File: src/rtl/sdiv_pkg.sv
package sdiv_pkg;
  typedef enum logic [2:0] {
    ST_IDLE,
    ST_ITER,
    ST_FIXQ,
    ST_FIXR,
    ST_DONE
  } sdiv_state_e;
endpackage

File: src/rtl/sdiv_step.sv
// One non-restoring step: shift the remainder/dividend pair left, then add or
// subtract the divisor depending on the sign agreement; the new quotient bit is
// the complement of the resulting remainder sign.
module sdiv_step #(
  parameter int WIDTH = 16,
  localparam int PW = WIDTH + 2
) (
  input  logic [PW-1:0]    rem_i,
  input  logic [WIDTH-1:0] dq_i,
  input  logic [WIDTH-1:0] dvs_i,
  output logic [PW-1:0]    rem_o,
  output logic [WIDTH-1:0] dq_o
);
  logic [PW-1:0] shl;
  logic [PW-1:0] dext;
  logic          same_sign;

  always_comb begin
    shl       = {rem_i[PW-2:0], dq_i[WIDTH-1]};
    dext      = {{2{dvs_i[WIDTH-1]}}, dvs_i};
    same_sign = (rem_i[PW-1] == dvs_i[WIDTH-1]);
    rem_o     = same_sign ? (shl - dext) : (shl + dext);
    dq_o      = {dq_i[WIDTH-2:0], ~rem_o[PW-1]};
  end
endmodule

File: src/rtl/sdiv_fix.sv
// Post-correction datapath: quotient sign fix and remainder restore.
module sdiv_fix #(
  parameter int WIDTH = 16
) (
  input  logic [WIDTH-1:0] dq_i,
  input  logic [WIDTH-1:0] rem_low_i,
  input  logic             rem_neg_i,
  input  logic [WIDTH-1:0] dvs_i,
  output logic [WIDTH-1:0] dq_o,
  output logic [WIDTH-1:0] rem_o
);
  logic [WIDTH-1:0] mag;

  always_comb begin
    mag   = dvs_i[WIDTH-1] ? (~dvs_i + 1'b1) : dvs_i;
    dq_o  = dvs_i[WIDTH-1] ? (~dq_i + 1'b1) : dq_i;
    rem_o = rem_neg_i ? (rem_low_i + mag) : rem_low_i;
  end
endmodule

File: src/rtl/sdiv_ctrl.sv
// Sequencer: idle -> WIDTH steps -> quotient fix -> remainder fix -> done.
module sdiv_ctrl
  import sdiv_pkg::*;
#(
  parameter int WIDTH = 16,
  localparam int CW = $clog2(WIDTH + 1)
) (
  input  logic        clk,
  input  logic        rst,
  input  logic        start,
  output sdiv_state_e state,
  output logic        busy,
  output logic        done
);
  sdiv_state_e nxt;
  logic [CW-1:0] cnt;

  always_comb begin
    nxt = state;
    unique case (state)
      ST_IDLE: if (start) nxt = ST_ITER;
      ST_ITER: if (cnt == CW'(1)) nxt = ST_FIXQ;
      ST_FIXQ: nxt = ST_FIXR;
      ST_FIXR: nxt = ST_DONE;
      ST_DONE: nxt = ST_IDLE;
      default: nxt = ST_IDLE;
    endcase
  end

  always_ff @(posedge clk) begin
    if (rst) begin
      state <= ST_IDLE;
      cnt   <= '0;
      busy  <= 1'b0;
      done  <= 1'b0;
    end else begin
      state <= nxt;
      busy  <= (nxt == ST_ITER) || (nxt == ST_FIXQ) || (nxt == ST_FIXR);
      done  <= (nxt == ST_DONE);
      if (state == ST_IDLE && start)
        cnt <= CW'(WIDTH);
      else if (state == ST_ITER)
        cnt <= cnt - 1'b1;
    end
  end
endmodule

File: src/rtl/sdiv_seq.sv
module sdiv_seq
  import sdiv_pkg::*;
#(
  parameter int WIDTH = 16,
  localparam int PW = WIDTH + 2
) (
  input  logic             clk,
  input  logic             rst,
  input  logic             start,
  input  logic [WIDTH-1:0] dividend,
  input  logic [WIDTH-1:0] divisor,
  output logic             busy,
  output logic             done,
  output logic [WIDTH-1:0] quotient,
  output logic [WIDTH-1:0] remainder
);
  sdiv_state_e      state;
  logic [PW-1:0]    rem_q;
  logic [WIDTH-1:0] dq_q;
  logic [WIDTH-1:0] dvs_q;
  logic [PW-1:0]    step_rem;
  logic [WIDTH-1:0] step_dq;
  logic [WIDTH-1:0] fix_dq;
  logic [WIDTH-1:0] fix_rem;

  sdiv_ctrl #(.WIDTH(WIDTH)) u_ctrl (
    .clk   (clk),
    .rst   (rst),
    .start (start),
    .state (state),
    .busy  (busy),
    .done  (done)
  );

  sdiv_step #(.WIDTH(WIDTH)) u_step (
    .rem_i (rem_q),
    .dq_i  (dq_q),
    .dvs_i (dvs_q),
    .rem_o (step_rem),
    .dq_o  (step_dq)
  );

  sdiv_fix #(.WIDTH(WIDTH)) u_fix (
    .dq_i      (dq_q),
    .rem_low_i (rem_q[WIDTH-1:0]),
    .rem_neg_i (rem_q[PW-1]),
    .dvs_i     (dvs_q),
    .dq_o      (fix_dq),
    .rem_o     (fix_rem)
  );

  always_ff @(posedge clk) begin
    if (rst) begin
      rem_q     <= '0;
      dq_q      <= '0;
      dvs_q     <= '0;
      quotient  <= '0;
      remainder <= '0;
    end else begin
      unique case (state)
        ST_IDLE: if (start) begin
          dvs_q <= divisor;
          dq_q  <= dividend;
          rem_q <= {PW{dividend[WIDTH-1]}};
        end
        ST_ITER: begin
          rem_q <= step_rem;
          dq_q  <= step_dq;
        end
        ST_FIXQ: dq_q <= fix_dq;
        ST_FIXR: begin
          quotient  <= dq_q;
          remainder <= fix_rem;
        end
        default: ;
      endcase
    end
  end
endmodule

File: config.mk
export PLATFORM = sky130hd
export DESIGN_NAME = sdiv_seq
export DESIGN_NICKNAME = d
export VERILOG_FILES = /design/src/rtl/sdiv_pkg.sv /design/src/rtl/sdiv_step.sv /design/src/rtl/sdiv_fix.sv /design/src/rtl/sdiv_ctrl.sv /design/src/rtl/sdiv_seq.sv
export SDC_FILE = /design/constraint.sdc
export NUM_CORES = 1
export LEC_CHECK = 0
export ABC_AREA = 1
export BUFFER_PORTS_ARGS = -buffer_cell sky130_fd_sc_hd__clkbuf_2
export CORE_ASPECT_RATIO = 0.8
export CORE_MARGIN = 2
export CORE_UTILIZATION = 40
export CTS_BUF_LIST = sky130_fd_sc_hd__clkbuf_4
export DETAILED_ROUTE_END_ITERATION = 8
export SLEW_MARGIN = 15
export SYNTH_ARGS = -nofsm -noshare
export SYNTH_HDL_FRONTEND = slang
export SYNTH_SLANG_ARGS = --single-unit
export TNS_END_PERCENT = 1
File: constraint.sdc
create_clock -name clk -period 7.4 [get_ports clk]
set_input_delay 1.11 -clock clk [delete_from_list [all_inputs] [get_ports clk]]
set_output_delay 1.11 -clock clk [all_outputs]
set_load 0.005 [all_outputs]
### Word level (Yosys, flattened, before mapping)

Index checks and enable logic that the tools add are counted.

| word-level totals | value |
|---|---|
| register bits after elaboration | 92 |
| logic and storage cells | 54 |
| output and inout port bits | 34 |
| bits of input ports | 35 |

| operators by class | value |
|---|---|
| muxes and demuxes | 13 |
| bitwise operators | 3 |
| equality and inequality tests | 11 |
| $add $sub $neg | 6 |
| reduce and logical (&&, ||, !) cells | 11 |

Operators by type and width:

| operator | number |
|---|---|
| 16-bit two-way mux | 4 |
| 16-bit one-hot mux with 3 select lines | 1 |
| 18-bit two-way mux | 2 |
| 18-bit one-hot mux with 2 select lines | 1 |
| 16-bit by 1-bit adder with 16-bit output, second input constant | 2 |
| 16-bit NOT | 2 |
| 18-bit adder | 1 |
| 18-bit subtractor | 1 |
| 16-bit adder | 1 |
| 3-bit by 2-bit equality test with 1-bit output, second input constant | 4 |
| 3-bit one-hot mux with 4 select lines | 1 |
| 5-bit two-way mux | 2 |
| 3-bit by 1-bit equality test with 1-bit output, second input constant | 2 |
| 3-bit two-way mux | 2 |
| 5-bit by 1-bit equality test with 1-bit output, second input constant | 1 |
| 5-bit by 1-bit subtractor with 5-bit output, second input constant | 1 |
| 2-bit inequality test, second input constant | 2 |
| 2-bit AND reduction | 2 |
| 2-bit nonzero test | 2 |
| 3-bit equality test, second input constant | 1 |
| 3-bit logical NOT | 1 |
| 3-bit AND reduction | 1 |
| 3-bit nonzero test | 1 |
| 1-bit logical OR | 2 |
| 4 further kinds | 4 |

### Logic depth before layout (Yosys ltp)

| logic depth | value |
|---|---|
| depth after elaboration | 6 |
| depth in mapped cells | 22 |
| depth with buffers taken out | 22 |

### By module

A second synthesis with hierarchy kept.

| unflattened totals | value |
|---|---|
| cell total of the unflattened synthesis | 1,197 |
| area total of the unflattened synthesis | 7,524.7 um^2 |

Modules (own cells, without submodules):

| module | sequential area each (um^2) | area each (um^2) | instances | cells each |
|---|---|---|---|---|
| sdiv_seq | 1,641.6 | 3,580.9 | 1 | 496 |
| sdiv_fix | 0.0 | 1,880.6 | 1 | 357 |
| sdiv_step | 0.0 | 1,590.3 | 1 | 282 |
| sdiv_ctrl | 200.2 | 473.0 | 1 | 62 |

### Worst setup path after synthesis

No wires, ideal clock.

| timing | value |
|---|---|
| kind | register to register |
| start point | reg dvs_q[0] |
| end point | reg rem_q[17] |
| clock period less this slack | 2.643 ns |
| arrival time | 2.511 ns |
| buffers on the path | 0 |
| required time | 7.268 ns |
| library setup time | 0.132 ns |
| path slack | 4.757 ns |
| cell stages (with the launch flop) | 21 |
| cell sequence | dfxtp_1 > inv_1 > ha_1 > nand2_1 > nor2_1 > nand4_1 > nor2_2 > nand2_1 > o21ai_0 > nand2_1 > nand2_1 > o21ai_0 > ha_1 > a21oi_1 > o21ai_0 > a21oi_1 > nand2_1 > nand2_1 > nand3_1 > nand2_1 > a21oi_1 |

| on the way | value |
|---|---|
| longest elaborated chain between the ends | 3 |
| elaborated cells between the ends (all ways) | 4 |
| those cells by class | 2 x add/sub; 2 x mux |

RTL lines:

| item | RTL line | source |
|---|---|---|
| from (decl) | sdiv_seq.sv:20 | `logic [WIDTH-1:0] dvs_q;` |
| from (signal assigned) | sdiv_seq.sv:62 | `dvs_q <= divisor;` |
| 18-bit adder or 18-bit subtractor (tied branches) | sdiv_step.sv:22 | `rem_o = same_sign ? (shl - dext) : (shl + dext);` |
| 18-bit two-way mux * | sdiv_step.sv:22 |  |
| 18-bit one-hot mux with 2 select lines * | sdiv_seq.sv:60 | `unique case (state)` |
| to (signal assigned) | sdiv_seq.sv:64 | `rem_q <= {PW{dividend[WIDTH-1]}};` |
| to (signal assigned) | sdiv_seq.sv:67 | `rem_q <= step_rem;` |
| to (decl) | sdiv_seq.sv:18 | `logic [PW-1:0] rem_q;` |

Every way passes the cells marked *; elsewhere a longest branch is shown, timed or not.
A chain may end at the register's enable or synchronous reset.

### Worst setup path in the final report

Same ends and word-level chain as after synthesis.

==> run summary <==
Slowest-stage cell, CP -> ha_1
P_sw -> 0.703 mW
Die H -> 116 µm
Startpoint Class -> flop
Final Max Slew Viols -> 0
DR vias/cell -> 5.15
worst slew pin tran -> 0.920 ns
drt total wl -> 17700 µm
I/O pin cnt -> 69
Antenna Nets Post-Route -> 0
clk sink count -> 92
remaining global-route overflow -> 0
Worst path max stage delay -> 0.39 ns
Iter 0 DRT Violations -> 457
final clock skew -> 0.0222 ns
Synth async-reset ratio -> 0
switching share of total power -> 0.454
VDD IR max -> 93.5 µV
EDFF count, synth -> 0
CTS Buf Count -> 9
Pint -> 0.845 mW
Detail Placement HPWL -> 13800 µm
critical path type -> reg -> reg
Max clock buf depth -> 2
Mapped Nets -> 1036
RSZ-0062 raised after global routing -> no
post-synthesis cell type count -> 45
area growth from synthesis to layout -> 9.67%
H-tree depth -> 3
share of post-route cells with drive strength above 1 -> 0.121
Clk pwr share -> 0.174
CP arrival -> 3.57 ns
crit path cell chain -> inv_1 > ha_1 > nand2_1 > nor2_1 > nand4_1 > nor2_2 > nand2_1 > o21ai_0 > nand2_1 > nand2_1 > o21ai_0 > ha_1 > nand2_1 > o21ai_0 > nand2_1 > nand2_1 > a21oi_1 > nand2_1 > nand3_1 > nand2_1 > a21oi_1
die area -> 16700 µm²
Cell Area, Synth -> 6260 µm²
core area -> 15200 µm²
Worst Path Max Fanout -> 6
cell mode on critical path -> nand2_1
Power per Cell Area -> 226 nW/µm²
cts repair resizes -> 0
DR DRC count -> 0
largest net degree at the start of global routing -> 35
GPL Wtd Cong -> 0.944
highest metal used -> met4
# diodes -> 0
All-Layer GR Usage -> 0.223
Worst Hold Class -> reg -> reg
routed wl met3 -> 1160 µm
DRT met1 WL -> 9860 µm
Comb pwr share -> 0.448
Hold Buf Count CTS -> 0
met2 WL -> 6470 µm
routed wire length per instance -> 14.4 µm
Leak -> 3.17 nW
#FFs+latches synth -> 92
via count of the first global-routing pass -> 5701
Clock Latency Late Sink -> 0.51 ns
input/output buffers -> 68
Most used DFF post-synth -> dfxtp_1
Peak Freq -> 312 MHz
Initial Util -> 0.413
register area share after synthesis -> 0.294
TritonCTS clock tree -> done
Period Utilization, post-route -> 0.432
final setup fails -> 0
Clock transition at path regs -> 0.15 ns
status -> completed
Seq pwr share -> 0.378
CP required -> 7.77 ns
Avg Inst Size Synth -> 6.50 µm²
Critical Path Sink Type -> flop
final hold violation count -> 0
antenna violations before repair -> 0
Post-CTS Setup Bufs -> 0
drt first pass iters -> 6
Util after Layout -> 0.453
first-pass GRT wire length -> 29000 µm
Synth Instances -> 963
Final Critical Period -> 3.20 ns
root buf cell -> clkbuf_4
Die Span X -> 144 µm
Cell Rows -> 40
slew margin rel. -> 0.386
DR vias -> 6324
nets@finish -> 1086
Max-Cap Viols -> 0
TNS Setup -> 0 ns
synth warn -> 0
-- through the flow --
stage	worst slack, ns	power [mW]	hold slack [ns]	cells	area, µm²
2_1_floorplan	4.76	1.11	0.439	963	6260
3_3_place_gp	4.33	1.27	0.440	1212	6740
3_5_place_dp	4.23	1.28	0.442	1212	6740
4_1_cts	4.22	1.55	0.466	1228	6870
5_1_grt	3.76	1.68	0.484	1228	6870
6_report	4.20	1.55	0.462	1228	6870
-- flip-flops by register name (all words and copies together) (netlist names), 3 cells and up --
register and cells:
u_ctrl.state 3, rem_q 18, u_ctrl.cnt 5, quotient 16, dq_q 16, dvs_q 16
remainder 16
-- cell type report --
| class | instances | area (µm²) |
|---|---|---|
| clock buffer | 9 | 67.6 |
| fill | 1640 | 8300 |
| sequential | 92 | 1840 |
| clock inverter | 7 | 60.1 |
| inverter | 107 | 409 |
| multi-input combinational | 730 | 3850 |
| tap | 210 | 263 |
| timing repair buffer | 73 | 378 |
-- final timing paths --
check | start | to | slack [ns] | cells after the start
hold reg to reg | remainder[10] | remainder[10] | 0.46 | 2
setup / recovery | dvs_q[0] | rem_q[17] | 4.20 | 21
setup reg to reg | dvs_q[0] | rem_q[17] | 4.20 | 21
hold / removal | remainder[10] | remainder[10] | 0.46 | 2
-- cells in the mapped netlist (12+ instances only) --
cell	instances	area share
nand3_1	65	0.052
nor2_1	71	0.043
inv_1	98	0.059
xor2_1	13	0.018
nand4_1	13	0.013
dfxtp_1	92	0.29
o21ai_1	15	0.012
a21oi_1	75	0.060
a31oi_1	12	0.012
o21ai_0	109	0.087
clkbuf_1	19	0.011
nand2_1	244	0.15
ha_1	36	0.072
-- critical path: cells and delay by family (launching register included) --
family	cells	cell delay [ns]
simple gates	13	1.34
compound gates	5	0.66
fa+ha+maj	2	0.59
flops	1	0.37
buf+inv	1	0.12
-- cells in the final DEF (no fill, tap or decap), types with 7 or more instances in the layout --
cell	instances
xor2_1	13
nor2_1	70
clkbuf_4	9
nand4_1	13
dfxtp_1	92
inv_1	98
nor2_2	7
a211oi_1	7
ha_1	36
nand2_1	244
nand3_1	65
a21oi_1	75
clkbuf_2	68
a31oi_1	12
o21ai_1	15
nor3_1	7
o21ai_0	109
-- kinds of logic (layout without fill, tap and decap cells) --
kind of cell             count (synthesis)  after routing  share of synthesized area
XOR/XNOR                                16             16                     0.0224
buffers and inverters                  141            196                     0.0927
multiplexers                             1              1                    0.00160
AND/OR/NAND/NOR                        434            434                      0.300
flip-flops                              92             92                      0.294
adder cells (fa/ha/maj)                 38             38                     0.0784
AO/OA/AOI/OAI                          241            241                      0.211
-- power groups by stage --
| stage | clock, mW | combinational [mW] | sequential [mW] |
|---|---|---|---|
| 2_1_floorplan | 0 | 0.539 | 0.576 |
| 3_3_place_gp | 0 | 0.677 | 0.595 |
| 3_5_place_dp | 0 | 0.681 | 0.595 |
| 4_1_cts | 0.280 | 0.684 | 0.584 |
| 5_1_grt | 0.299 | 0.794 | 0.592 |
| 6_report | 0.270 | 0.693 | 0.585 |
-- metal layers --
metal,track usage,up-vias
li1,-,3317
met1,0.358,2803
met2,0.297,185
met3,0.0438,19
met4,0.0562,0
met5,0,-
Power figures use the tool's default switching activity.
